### src/rtl/cic_interp_pkg.sv
package cic_interp_pkg;

    localparam int unsigned CIC_IN_W_DEF      = 16;
    localparam int unsigned CIC_OUT_W_DEF     = 16;
    localparam int unsigned CIC_RATE_LOG2_DEF = 4;
    localparam int unsigned CIC_ORDER_DEF     = 2;

    // Bits of growth needed so the final accumulator never overflows.
    function automatic int unsigned cic_growth(input int unsigned order,
                                               input int unsigned rate_log2);
        return order * rate_log2;
    endfunction

endpackage

### src/rtl/cic_comb_stage.sv
module cic_comb_stage #(
    parameter int unsigned W = 24
) (
    input  logic                clk,
    input  logic                rst_n,
    input  logic                stb_i,
    input  logic signed [W-1:0] dat_i,
    output logic                stb_o,
    output logic signed [W-1:0] dat_o
);

    localparam logic signed [W-1:0] CARRY_ONE = {{(W-1){1'b0}}, 1'b1};

    typedef struct packed {
        logic                stb;
        logic signed [W-1:0] prev;
        logic signed [W-1:0] diff;
    } comb_state_t;

    comb_state_t s_d, s_q;

    always_comb begin
        s_d     = s_q;
        s_d.stb = stb_i;
        if (stb_i) begin
            // current + inverted previous + carry-in = exact difference
            s_d.diff = dat_i + (~s_q.prev) + CARRY_ONE;
            s_d.prev = dat_i;
        end
    end

    always_ff @(posedge clk or negedge rst_n) begin
        if (!rst_n) begin
            s_q <= '0;
        end else begin
            s_q <= s_d;
        end
    end

    assign stb_o = s_q.stb;
    assign dat_o = s_q.diff;

    // no strobe, no change in the difference register
    assert_comb_quiet_R9: assert property (@(posedge clk) disable iff (!rst_n)
        !stb_i |=> $stable(dat_o));

endmodule

### src/rtl/cic_hold_stage.sv
module cic_hold_stage #(
    parameter int unsigned W = 24
) (
    input  logic                clk,
    input  logic                rst_n,
    input  logic                load_i,
    input  logic signed [W-1:0] dat_i,
    output logic signed [W-1:0] dat_o
);

    typedef struct packed {
        logic signed [W-1:0] val;
    } hold_state_t;

    hold_state_t s_d, s_q;

    always_comb begin
        s_d = s_q;
        if (load_i) begin
            s_d.val = dat_i;
        end
    end

    always_ff @(posedge clk or negedge rst_n) begin
        if (!rst_n) begin
            s_q <= '0;
        end else begin
            s_q <= s_d;
        end
    end

    assign dat_o = s_q.val;

    // held value is read non-destructively between loads
    assert_hold_stable_R6: assert property (@(posedge clk) disable iff (!rst_n)
        !load_i |=> $stable(dat_o));

endmodule

### src/rtl/cic_integ_stage.sv
module cic_integ_stage #(
    parameter int unsigned W = 24
) (
    input  logic                clk,
    input  logic                rst_n,
    input  logic signed [W-1:0] dat_i,
    output logic signed [W-1:0] dat_o
);

    typedef struct packed {
        logic signed [W-1:0] acc;
    } integ_state_t;

    integ_state_t s_d, s_q;

    always_comb begin
        s_d     = s_q;
        s_d.acc = s_q.acc + dat_i;
    end

    always_ff @(posedge clk or negedge rst_n) begin
        if (!rst_n) begin
            s_q <= '0;
        end else begin
            s_q <= s_d;
        end
    end

    assign dat_o = s_q.acc;

    // a zero input leaves the accumulator unchanged
    assert_integ_idle_R4: assert property (@(posedge clk) disable iff (!rst_n)
        (dat_i == '0) |=> $stable(dat_o));

endmodule

### src/rtl/cic_interp_x16.sv
module cic_interp_x16
    import cic_interp_pkg::*;
#(
    parameter int unsigned IN_W      = CIC_IN_W_DEF,
    parameter int unsigned OUT_W     = CIC_OUT_W_DEF,
    parameter int unsigned RATE_LOG2 = CIC_RATE_LOG2_DEF,
    parameter int unsigned ORDER     = CIC_ORDER_DEF
) (
    input  logic                    clk,
    input  logic                    rst_n,
    input  logic                    in_valid,
    input  logic signed [IN_W-1:0]  in_data,
    output logic                    out_valid,
    output logic signed [OUT_W-1:0] out_data
);

    localparam int unsigned GROW = cic_growth(ORDER, RATE_LOG2);
    localparam int unsigned W    = IN_W + GROW;

    // slow-rate differencing chain
    logic                cstb [ORDER+1];
    logic signed [W-1:0] cdat [ORDER+1];

    assign cstb[0] = in_valid;
    assign cdat[0] = {{GROW{in_data[IN_W-1]}}, in_data};

    for (genvar g = 0; g < ORDER; g++) begin : g_comb
        cic_comb_stage #(.W(W)) u_comb (
            .clk   (clk),
            .rst_n (rst_n),
            .stb_i (cstb[g]),
            .dat_i (cdat[g]),
            .stb_o (cstb[g+1]),
            .dat_o (cdat[g+1])
        );
    end

    // rate change: hold the last difference for every fast read
    logic signed [W-1:0] idat [ORDER+1];

    cic_hold_stage #(.W(W)) u_hold (
        .clk    (clk),
        .rst_n  (rst_n),
        .load_i (cstb[ORDER]),
        .dat_i  (cdat[ORDER]),
        .dat_o  (idat[0])
    );

    // fast-rate accumulator chain
    for (genvar g = 0; g < ORDER; g++) begin : g_integ
        cic_integ_stage #(.W(W)) u_integ (
            .clk   (clk),
            .rst_n (rst_n),
            .dat_i (idat[g]),
            .dat_o (idat[g+1])
        );
    end

    // output qualifier and strobe-cadence tracking
    typedef struct packed {
        logic [RATE_LOG2-1:0] gap;
        logic                 seen;
        logic                 ovld;
    } mon_state_t;

    mon_state_t m_d, m_q;

    always_comb begin
        m_d = m_q;
        if (in_valid) begin
            m_d.gap  = '0;
            m_d.seen = 1'b1;
        end else if (m_q.seen) begin
            m_d.gap = m_q.gap + 1'b1;
        end
        m_d.ovld = m_q.ovld | cstb[ORDER];
    end

    always_ff @(posedge clk or negedge rst_n) begin
        if (!rst_n) begin
            m_q <= '0;
        end else begin
            m_q <= m_d;
        end
    end

    assign out_valid = m_q.ovld;
    assign out_data  = idat[ORDER][W-1 -: OUT_W];

    // strobes are exactly one period of 2**RATE_LOG2 clocks apart
    assert_strobe_late_R8: assert property (@(posedge clk) disable iff (!rst_n)
        (m_q.seen && in_valid) |-> (m_q.gap == '1));
    assert_strobe_missing_R8: assert property (@(posedge clk) disable iff (!rst_n)
        (m_q.seen && m_q.gap == '1) |-> in_valid);

    // output qualifier never drops once raised
    assert_valid_sticky_R7: assert property (@(posedge clk) disable iff (!rst_n)
        out_valid |=> out_valid);

    // the last differencing stage fires ORDER clocks after a strobe
    assert_comb_latency_R3: assert property (@(posedge clk) disable iff (!rst_n)
        cstb[ORDER] |-> $past(in_valid, ORDER));

endmodule

### config.mk
export PLATFORM = sky130hd
export DESIGN_NAME = cic_interp_x16
export DESIGN_NICKNAME = d
export VERILOG_FILES = /design/src/rtl/cic_interp_pkg.sv /design/src/rtl/cic_comb_stage.sv /design/src/rtl/cic_hold_stage.sv /design/src/rtl/cic_integ_stage.sv /design/src/rtl/cic_interp_x16.sv
export SDC_FILE = /design/constraint.sdc
export NUM_CORES = 1
export LEC_CHECK = 0
export BUFFER_PORTS_ARGS = -buffer_cell sky130_fd_sc_hd__buf_2
export CAP_MARGIN = 20
export CELL_PAD_IN_SITES_DETAIL_PLACEMENT = 1
export CELL_PAD_IN_SITES_GLOBAL_PLACEMENT = 1
export CORE_AREA = 8 8 189 191
export CTS_BUF_LIST = sky130_fd_sc_hd__clkbuf_16
export CTS_CLUSTER_DIAMETER = 50
export DETAILED_ROUTE_END_ITERATION = 10
export DIE_AREA = 0 0 197 199
export PLACE_DENSITY_LB_ADDON = 0.1
export REMOVE_ABC_BUFFERS = 1
export SYNTH_ARGS = -nofsm -noshare
export SYNTH_HDL_FRONTEND = slang
export SYNTH_SLANG_ARGS = --single-unit
### constraint.sdc
create_clock -name clk -period 3.39 [get_ports clk]
set_input_delay 0.339 -clock clk [delete_from_list [all_inputs] [get_ports clk]]
set_output_delay 0.339 -clock clk [all_outputs]
set_load 0.02 [all_outputs]
==> results of run 1 <==
-- placed cells by master (no fill, tap or decap), drive strengths merged, types with 9 or more instances in the layout --
cell    Yosys  layout
o21a       10      10
o21ai      88      88
a31oi      10      10
nor2       55      55
inv        70      75
nand2      85      85
a21oi      84      84
xnor2      47      47
o21bai     12      12
dfrtp     163     163
a211oi     14      14
nand4      10      10
nand3      12      12
a21o       24      24
nand2b      9       9
nor2b       9       9
clkbuf     23      17
ha         85      85
buf        17      44
mux2       52      52
xor2       23      23
-- through the flow --
| stage | cell area [um2] | hold WS (ns) | std cells | setup slack (ns) |
|---|---|---|---|---|
| finish | 10800 | 0.129 | 1463 | 0.508 |
| floorplan | 9440 | 0.0434 | 940 | 0.902 |
| global route | 10800 | 0.123 | 1463 | 0.247 |
| global placement | 10300 | 0.403 | 1432 | 0.479 |
| CTS | 10800 | 0.102 | 1463 | 0.448 |
| detailed placement | 10300 | 0.409 | 1432 | 0.466 |
-- per-layer routing --
metal	routed length (um)	GRT usage, %
met1	10700	15.2
met2	9830	19.2
met3	445	2.47
met4	219	3.09
met5	0	0
-- synth_stat cells (4+ instances only) --
library cell  instances  share of area (%)
clkbuf_1             23               0.89
nand2_1              85                3.3
mux2i_1               5               0.52
o21bai_1             12               0.93
o21ai_0              87                4.5
inv_1                70                2.7
nand2b_1              9               0.58
nor2_1               55                2.1
o21a_1               10               0.78
dfrtp_1             163                 42
nor3_1                7               0.36
a211oi_1             14                1.1
nand4b_1              4               0.36
nand4_1              10               0.65
nand3_1              12               0.62
fa_1                  4               0.83
a21oi_1              82                4.3
o211ai_1              6               0.47
o2111ai_1             4               0.36
a21o_1               24                1.9
nand3b_1              5               0.39
a221oi_1              4               0.36
xor2_1               23                2.1
nor2b_1               9               0.58
buf_4                16                1.2
ha_1                 85                 11
and2_1                5               0.32
xnor2_1              47                4.3
o311ai_0              4               0.36
mux2_2               52                6.1
a31oi_1              10               0.65
-- cells by family (layout without fill, tap and decap cells) --
group	after synthesis	count (layout)	synth area share, %
AOI/OAI and AO/OA	281	281	18.0
and+or+nand+nor	210	210	9.98
DFF	163	163	42.3
buffers and inverters	110	145	4.90
adders and majority gates	89	89	11.9
xor gates and xnor gates	70	70	6.35
muxes	57	57	6.59
-- sequential cells by signal (all words and copies together) (netlist names) --
signal / cells
g_comb.u_comb.s_q: 40
g_comb.u_comb.stb_o: 2
out_valid: 1
g_comb.u_comb.dat_o: 48
u_hold.dat_o: 24
g_integ.u_integ.dat_o: 48
-- layout make-up --
cell class / instances / area, um2 / area share [%]
multi-input cells: 707 / 5100 / 47.1
flip-flops and latches: 163 / 4080 / 37.7
well taps: 448 / 561 / 5.18
clock buffers: 17 / 425 / 3.93
repair buffers: 45 / 272 / 2.51
inverters: 70 / 263 / 2.43
clock inverters: 13 / 130 / 1.20
-- worst paths after layout --
| check | startpoint | endpoint | cells after the start |
|---|---|---|---|
| max | g_integ[0].u_integ.dat_o[0] | g_integ[0].u_integ.dat_o[22] | 9 |
| min | in_data[14] | g_comb[0].u_comb.s_q[38] | 3 |
| max reg2reg | g_integ[0].u_integ.dat_o[0] | g_integ[0].u_integ.dat_o[22] | 9 |
| min reg2reg | g_integ[1].u_integ.dat_o[0] | g_integ[1].u_integ.dat_o[0] | 1 |
| max in group asynchronous | rst_n | g_integ[1].u_integ.dat_o[21] | 3 |
| min in group asynchronous | rst_n | g_comb[0].u_comb.s_q[27] | 2 |
-- power by group --
| group | internal (uW) | leakage (uW) | switching, uW |
|---|---|---|---|
| sequential | 2800 | 0.00192 | 488 |
| combinational | 2950 | 0.00266 | 3650 |
| clock | 1130 | 0.000291 | 781 |
-- worst min-delay path, cell delays in order --
cell and delay, ns:
buf_2 0.09, nand2_1 0.04, o21ai_0 0.06
-- repair_timing --
item,CTS,global route
buffers inserted,0,0
hold buffers,1,0
hold endpoints to repair,65,0
==> impl_metrics.py, run 1 <==
metrics = {
    "critical_path": {
        "cp_top_family": "compound AO/OA/AOI/OAI gates",
        "worstPathArrival_ns": 3.19,
        "critPathCaptureType": "flop",
        "cpPeakStageDelay_ns": 0.41,
        "crit_top_cell": "o21ai_0",
        "r2r_setup_slack_ns": 0.51,
        "slowest_stage": "fa_1",
        "worstSetupStartpointType": "flop",
        "path_max_fanout": 3,
        "setup.worst_path.class": "flop to flop",
        "cp_num_buf_inv": 0,
        "worstPathRequired_ns": 3.69,
        "crit_chain": "ha_1, fa_1, a21oi_1, o21ai_0, a211oi_1, o21ai_0, a311oi_1, o21ai_0, xor2_1",
    },
    "timing": {
        "final_hold_viol_count": 0,
        "fmaxAchievable_ghz": 0.347,
        "tns_ns": 0,
        "period_minus_slack_ns": 2.88,
        "setup_viol": 0,
        "fin_crit_sh_pct": 85.0,
        "worst_pin_slew_ns": 0.972,
        "slew_viol_final": 0,
        "finClkSkew_ns": 0.00998,
        "slew_headroom_pct": 35.2,
        "rsz0062_at_grt": "false",
    },
    "floorplan": {
        "core_region_area_mm2": 0.0329,
        "rows": 67,
        "start_util_pct": 29.4,
        "die_w_um": 197,
        "die_area_mm2": 0.0392,
        "ios": 36,
        "fp.dieH_um": 199,
    },
    "grt": {
        "grt_max_degree": 69,
        "antenna_found_initial": 0,
        "grt_pass1_wl_um": 37200,
        "grt_usage_pct": 11.6,
        "grt_pass1_vias": 7330,
        "overflow": 0,
    },
    "routing": {
        "routedWlPerCell_um": 14.5,
        "first_iter_violations": 224,
        "remaining_drc_errors": 0,
        "wirelength_um": 21200,
        "ant_nets": 0,
        "drtPass1Iterations": 4,
        "via_count": 6854,
        "via_per_inst": 4.68,
    },
    "status": {
        "status": "finished clean",
    },
    "layout": {
        "antennaDiodeCount": 0,
        "area_delta_synth_final_pct": 12.2,
        "num-fill-cells": 3770,
        "post-route-util_pct": 33.0,
        "nets": 1112,
        "drive_gt1_share_pct": 12.8,
    },
    "cts": {
        "numCtsBuffers": 17,
        "root_buffer": "clkbuf_16",
        "cts.sinks": 163,
        "cts.repair.resized": 0,
        "htreeDepth": 4,
        "worstSkewPairLatency_ns": 0.43,
        "path_clk_slew_ns": 0.07,
        "cts_tree": "yes",
        "clk_path_buf_depth": 2,
    },
    "power_and_ir_drop": {
        "power_uw": 11800,
        "ir_drop_v": 0.000402,
        "power_density_mw_per_mm2": 1090,
        "power.leakage_uw": 0.00488,
    },
    "run": {
        "cap_viol_max_count": 0,
    },
    "synthesis": {
        "synth_warnings": 0,
        "synth_edf_count": 0,
        "synthesis.area_mm2": 0.00965,
        "synthArstFlopShare_pct": 100,
        "synth-main-ff-cell": "dfrtp_1",
        "synth.distinct_cells": 54,
        "ys_seq_elements": 163,
        "avgSynthCellArea_um2": 9.85,
        "synth_seq_area_share_pct": 42.3,
        "synth_cells": 980,
    },
    "place": {
        "portBuffers": 35,
        "gp_congestion": 0.759,
        "dpl.hpwl_um": 16100,
    },
    "worst_hold_path": {
        "hold_class": "input port to flop",
    },
}
(Power assumes the default switching activity.)
==> inputs of run 2 (changes only) <==
--- a/config.mk
+++ b/config.mk
@@ -14,8 +14,8 @@
 export CTS_CLUSTER_DIAMETER = 50
 export DETAILED_ROUTE_END_ITERATION = 10
 export DIE_AREA = 0 0 197 199
+export GPL_TIMING_DRIVEN = 0
 export PLACE_DENSITY_LB_ADDON = 0.1
-export REMOVE_ABC_BUFFERS = 1
 export SYNTH_ARGS = -nofsm -noshare
 export SYNTH_HDL_FRONTEND = slang
 export SYNTH_SLANG_ARGS = --single-unit
==> impl_metrics.py, run 2 (same netlist as run 1, synthesis figures left out) <==
metrics = {
    "timing": {
        "final_hold_viol_count": 0,
        "slew_headroom_pct": 47.5,
        "worst_slack_ns": 0.360,
        "slew_viol_final": 0,
        "worst_pin_slew_ns": 0.787,
        "fin_crit_sh_pct": 89.4,
        "setup_viol": 0,
        "period_minus_slack_ns": 3.03,
        "holdWs_ns": 0.0831,
        "rsz0062_at_grt": "false",
        "finClkSkew_ns": 0.0110,
        "fmaxAchievable_ghz": 0.330,
    },
    "layout": {
        "register_area_mm2": 0.00408,
        "multiInputGateArea_mm2": 0.00510,
        "final_common_cell": "dfrtp_1",
        "nets": 1144,
        "layout_common_cells": "163 x dfrtp_1, 87 x o21ai_0, 85 x nand2_1, 85 x ha_1, 82 x a21oi_1",
        "instances_no_fill": 1497,
        "drive_gt1_share_pct": 13.8,
        "post-route-util_pct": 33.6,
        "design_area_mm2": 0.0110,
        "num-fill-cells": 3812,
        "antennaDiodeCount": 0,
        "area_delta_synth_final_pct": 14.5,
    },
    "critical_path": {
        "crit_chain": "ha_1, fa_1, a21oi_1, o21ai_0, a211oi_1, o21ai_0, a311oi_1, o21ai_0, xor2_1",
        "worstPathArrival_ns": 3.34,
        "r2r_end": "g_integ[0].u_integ.dat_o[22]",
        "worstSetupStartpointType": "flop",
        "crit_start": "g_integ[0].u_integ.dat_o[0]",
        "r2r_setup_slack_ns": 0.36,
        "worstPathRequired_ns": 3.70,
        "path_max_fanout": 3,
        "critPathCaptureType": "flop",
        "cp_top_family": "compound AO/OA/AOI/OAI gates",
        "cp_num_cells": 9,
        "setup.worst_path.class": "flop to flop",
        "cpPeakStageDelay_ns": 0.48,
        "crit_top_cell": "o21ai_0",
        "slowest_stage": "a311oi_1",
        "cp_num_buf_inv": 0,
        "crit_path_end": "g_integ[0].u_integ.dat_o[22]",
        "r2r.worst_path.cells": 9,
        "timing.rr.start": "g_integ[0].u_integ.dat_o[0]",
    },
    "cts": {
        "numCtsBuffers": 17,
        "cts_tree": "yes",
        "postCtsSetupBuffers": 0,
        "root_buffer": "clkbuf_16",
        "clk_path_buf_depth": 2,
        "htreeDepth": 4,
        "path_clk_slew_ns": 0.07,
        "cts.sinks": 163,
        "worstSkewPairLatency_ns": 0.44,
    },
    "power_and_ir_drop": {
        "power_density_mw_per_mm2": 1090,
        "ir_drop_v": 0.000428,
        "power.leakage_uw": 0.00496,
    },
    "routing": {
        "wirelength_um": 22200,
        "routedWlPerCell_um": 14.9,
        "first_iter_violations": 200,
        "via_per_inst": 4.63,
        "ant_nets": 0,
        "drtPass1Iterations": 4,
        "via_count": 6930,
        "remaining_drc_errors": 0,
    },
    "synthesis": {
        "syn_nets": 1088,
    },
    "run": {
        "cap_viol_max_count": 0,
    },
    "floorplan": {
        "core_region_area_mm2": 0.0329,
        "die_area_mm2": 0.0392,
        "die_w_um": 197,
        "fp.dieH_um": 199,
        "ios": 36,
        "start_util_pct": 29.4,
        "rows": 67,
    },
    "grt": {
        "grt_pass1_wl_um": 38300,
        "antenna_found_initial": 0,
        "overflow": 0,
        "grt_usage_pct": 12.1,
        "grt_pass1_vias": 7532,
        "grt_max_degree": 107,
    },
    "place": {
        "portBuffers": 35,
        "dpl.hpwl_um": 17100,
        "placed_area_mm2": 0.0104,
        "pre_cts_ws_ns": 0.297,
        "gp_congestion": 0.783,
        "place_inst": 1464,
    },
    "status": {
        "status": "finished clean",
    },
    "worst_hold_path": {
        "hold_class": "input port to flop",
    },
}
[run 2: per-layer routing]
metal	wire length (um)	GRT usage (%)	vias up
li1	-	-	3565
met2	10500	21.0	53
met5	0	0	-
met4	295	3.68	0
met3	481	2.33	18
met1	11000	15.1	3294
[run 2: layout make-up]
type | count | share of cell area [%]
Multi-Input combinational cell | 707 | 46.1
Tap cell | 448 | 5.07
Buffer | 40 | 1.90
Clock buffer | 17 | 3.85
Inverter | 70 | 2.38
Clock inverter | 15 | 1.72
Sequential cell | 163 | 36.9
Timing Repair Buffer | 37 | 2.02
[run 2: how the worst min path moves through the flow]
stage / from / to / slack [ns] / cells after the start
after floorplan: rst_n / g_comb[0].u_comb.dat_o[0] / 0.04 / 0
final: in_valid / g_comb[0].u_comb.stb_o / 0.08 / 1
after global placement: g_comb[0].u_comb.stb_o / g_comb[1].u_comb.stb_o / 0.39 / 0
after detailed placement: rst_n / g_integ[1].u_integ.dat_o[1] / 0.32 / 1
after global routing: in_valid / g_comb[0].u_comb.stb_o / 0.06 / 1
after CTS: in_valid / g_comb[0].u_comb.stb_o / 0.05 / 1
[run 2: metrics by stage]
stage | total power, uW | TNS (ns)
global placement | 10000 | -140.69
detailed placement | 10100 | 0
floorplan | 8560 | 0
global route | 13200 | 0
finish | 12100 | 0
CTS | 12300 | 0
[run 2: power by group]
group / switching (uW) / leakage (uW) / total (uW) / internal (uW)
sequential: 480 / 0.00193 / 3280 / 2800
clock: 836 / 0.000306 / 2060 / 1230
combinational: 3710 / 0.00273 / 6740 / 3030
[run 2: timing repair]
| item | in CTS | in global routing |
|---|---|---|
| hold buffers | 1 | 0 |
| gates resized for setup | 0 | 0 |
| endpoints found under the hold margin | 57 | 0 |
==> inputs of run 3 (changes only) <==
==> constraint.sdc (replaced) <==
create_clock -name clk -period 3.39 [get_ports clk]
set_input_delay 0.1695 -clock clk [delete_from_list [all_inputs] [get_ports clk]]
set_output_delay 0.1695 -clock clk [all_outputs]
set_load 0.02 [all_outputs]
==> impl_metrics.py, run 3 (same netlist as run 1, synthesis figures left out) <==
metrics = {
    "place": {
        "gp_congestion": 0.783,
        "pre_cts_ws_ns": 0.297,
        "place_inst": 1464,
        "portBuffers": 35,
        "dpl.hpwl_um": 17100,
    },
    "grt": {
        "grtUsageMet2_pct": 21.2,
        "busiest_layer": "met2",
        "overflow": 0,
        "met3_usage_pct": 2.27,
        "grt_max_degree": 107,
        "grt_pass1_vias": 7600,
        "antenna_found_initial": 0,
        "grt_usage_pct": 12.2,
        "grt_use_met1_pct": 15.1,
        "grt_pass1_wl_um": 38500,
    },
    "critical_path": {
        "critPathCaptureType": "flop",
        "worstPathArrival_ns": 3.41,
        "crit_top_cell": "o21ai_0",
        "worstPathRequired_ns": 3.70,
        "cp_top_family": "compound AO/OA/AOI/OAI gates",
        "cpPeakStageDelay_ns": 0.51,
        "worstSetupStartpointType": "flop",
        "r2r.worst_path.cells": 9,
        "cp_num_cells": 9,
        "cp_num_buf_inv": 0,
        "slowest_stage": "a311oi_1",
        "crit_chain": "ha_1, fa_1, a21oi_1, o21ai_0, a211oi_1, o21ai_0, a311oi_1, o21ai_0, xor2_1",
        "path_max_fanout": 3,
        "setup.worst_path.class": "flop to flop",
    },
    "cts": {
        "clk_path_buf_depth": 2,
        "root_buffer": "clkbuf_16",
        "path_clk_slew_ns": 0.07,
        "worstSkewPairLatency_ns": 0.44,
        "postCtsSetupBuffers": 0,
        "cts.sinks": 163,
        "cts_tree": "yes",
        "cts_hold_buf": 18,
        "cts.repair.resized": 0,
        "numCtsBuffers": 17,
        "htreeDepth": 4,
    },
    "layout": {
        "num-fill-cells": 3798,
        "final_common_cell": "dfrtp_1",
        "layout_common_cells": "163 x dfrtp_1, 87 x o21ai_0, 85 x nand2_1, 85 x ha_1, 82 x a21oi_1",
        "instances_no_fill": 1514,
        "drive_gt1_share_pct": 13.6,
        "nets": 1161,
        "area_delta_synth_final_pct": 16.3,
        "antennaDiodeCount": 0,
    },
    "floorplan": {
        "ios": 36,
        "core_region_area_mm2": 0.0329,
        "die_w_um": 197,
        "fp.dieH_um": 199,
        "die_area_mm2": 0.0392,
        "rows": 67,
        "start_util_pct": 29.4,
    },
    "timing": {
        "finClkSkew_ns": 0.0104,
        "period_minus_slack_ns": 3.10,
        "fmaxAchievable_ghz": 0.323,
        "slew_viol_final": 0,
        "tns_ns": 0,
        "rsz0062_at_grt": "false",
        "final_hold_viol_count": 0,
        "setup_viol": 0,
        "worst_slack_ns": 0.294,
        "slew_headroom_pct": 47.4,
        "worst_pin_slew_ns": 0.789,
        "fin_crit_sh_pct": 91.3,
    },
    "power_and_ir_drop": {
        "ir_drop_v": 0.000428,
        "power_uw": 12100,
        "power.leakage_uw": 0.00503,
        "power_density_mw_per_mm2": 1080,
    },
    "routing": {
        "first_iter_violations": 214,
        "ant_nets": 0,
        "routedWlPerCell_um": 14.8,
        "via_per_inst": 4.62,
        "wirelength_um": 22300,
        "remaining_drc_errors": 0,
        "via_count": 6999,
        "drtPass1Iterations": 4,
    },
    "run": {
        "cap_viol_max_count": 0,
    },
    "worst_hold_path": {
        "hold_class": "input port to async pin",
    },
    "status": {
        "status": "finished clean",
    },
    "synthesis": {
        "syn_nets": 1088,
    },
}
run 3: cell types whose count changed in the layout (fill, tap and decap cells not counted), sizes merged:
cell	delta
dlygate4sd3	+17
run 3: metal layers:
metal	vias to the layer above	wire length, um
li1	3594	-
met1	3335	11000
met2	52	10600
met3	18	428
met4	0	292
met5	-	0
run 3: final timing paths:
check | start | to | slack (ns)
setup / recovery | g_integ[0].u_integ.dat_o[0] | g_integ[0].u_integ.dat_o[22] | 0.29
max in group asynchronous | rst_n | g_comb[1].u_comb.s_q[43] | 2.26
setup reg to reg | g_integ[0].u_integ.dat_o[0] | g_integ[0].u_integ.dat_o[22] | 0.29
min in group clk | g_comb[0].u_comb.stb_o | g_comb[1].u_comb.stb_o | 0.42
hold / removal | rst_n | g_integ[1].u_integ.dat_o[1] | 0.24
hold reg to reg | g_comb[0].u_comb.stb_o | g_comb[1].u_comb.stb_o | 0.42
run 3: cell type report:
type / instances / area [um2] / area share [%]
clock inverters: 15 / 190 / 1.70
well taps: 448 / 561 / 5.00
multi-input cells: 707 / 5100 / 45.4
inverters: 70 / 263 / 2.34
plain buffers: 40 / 210 / 1.87
flip-flops and latches: 163 / 4080 / 36.4
clock buffers: 17 / 425 / 3.79
repair buffers: 54 / 393 / 3.50
run 3: per-stage QoR:
stage | area (um2) | hold slack, ns | util (%)
after global placement | 10400 | 0.345 | 31.6
final | 11200 | 0.243 | 34.1
after global routing | 11200 | 0.292 | 34.1
after CTS | 11200 | 0.269 | 34.1
after floorplan | 9650 | -0.126 | -
after detailed placement | 10400 | 0.148 | 31.7
run 3: power breakdown:
group,switching (uW),internal [uW]
clock,839,1230
combinational,3720,3050
sequential,478,2800
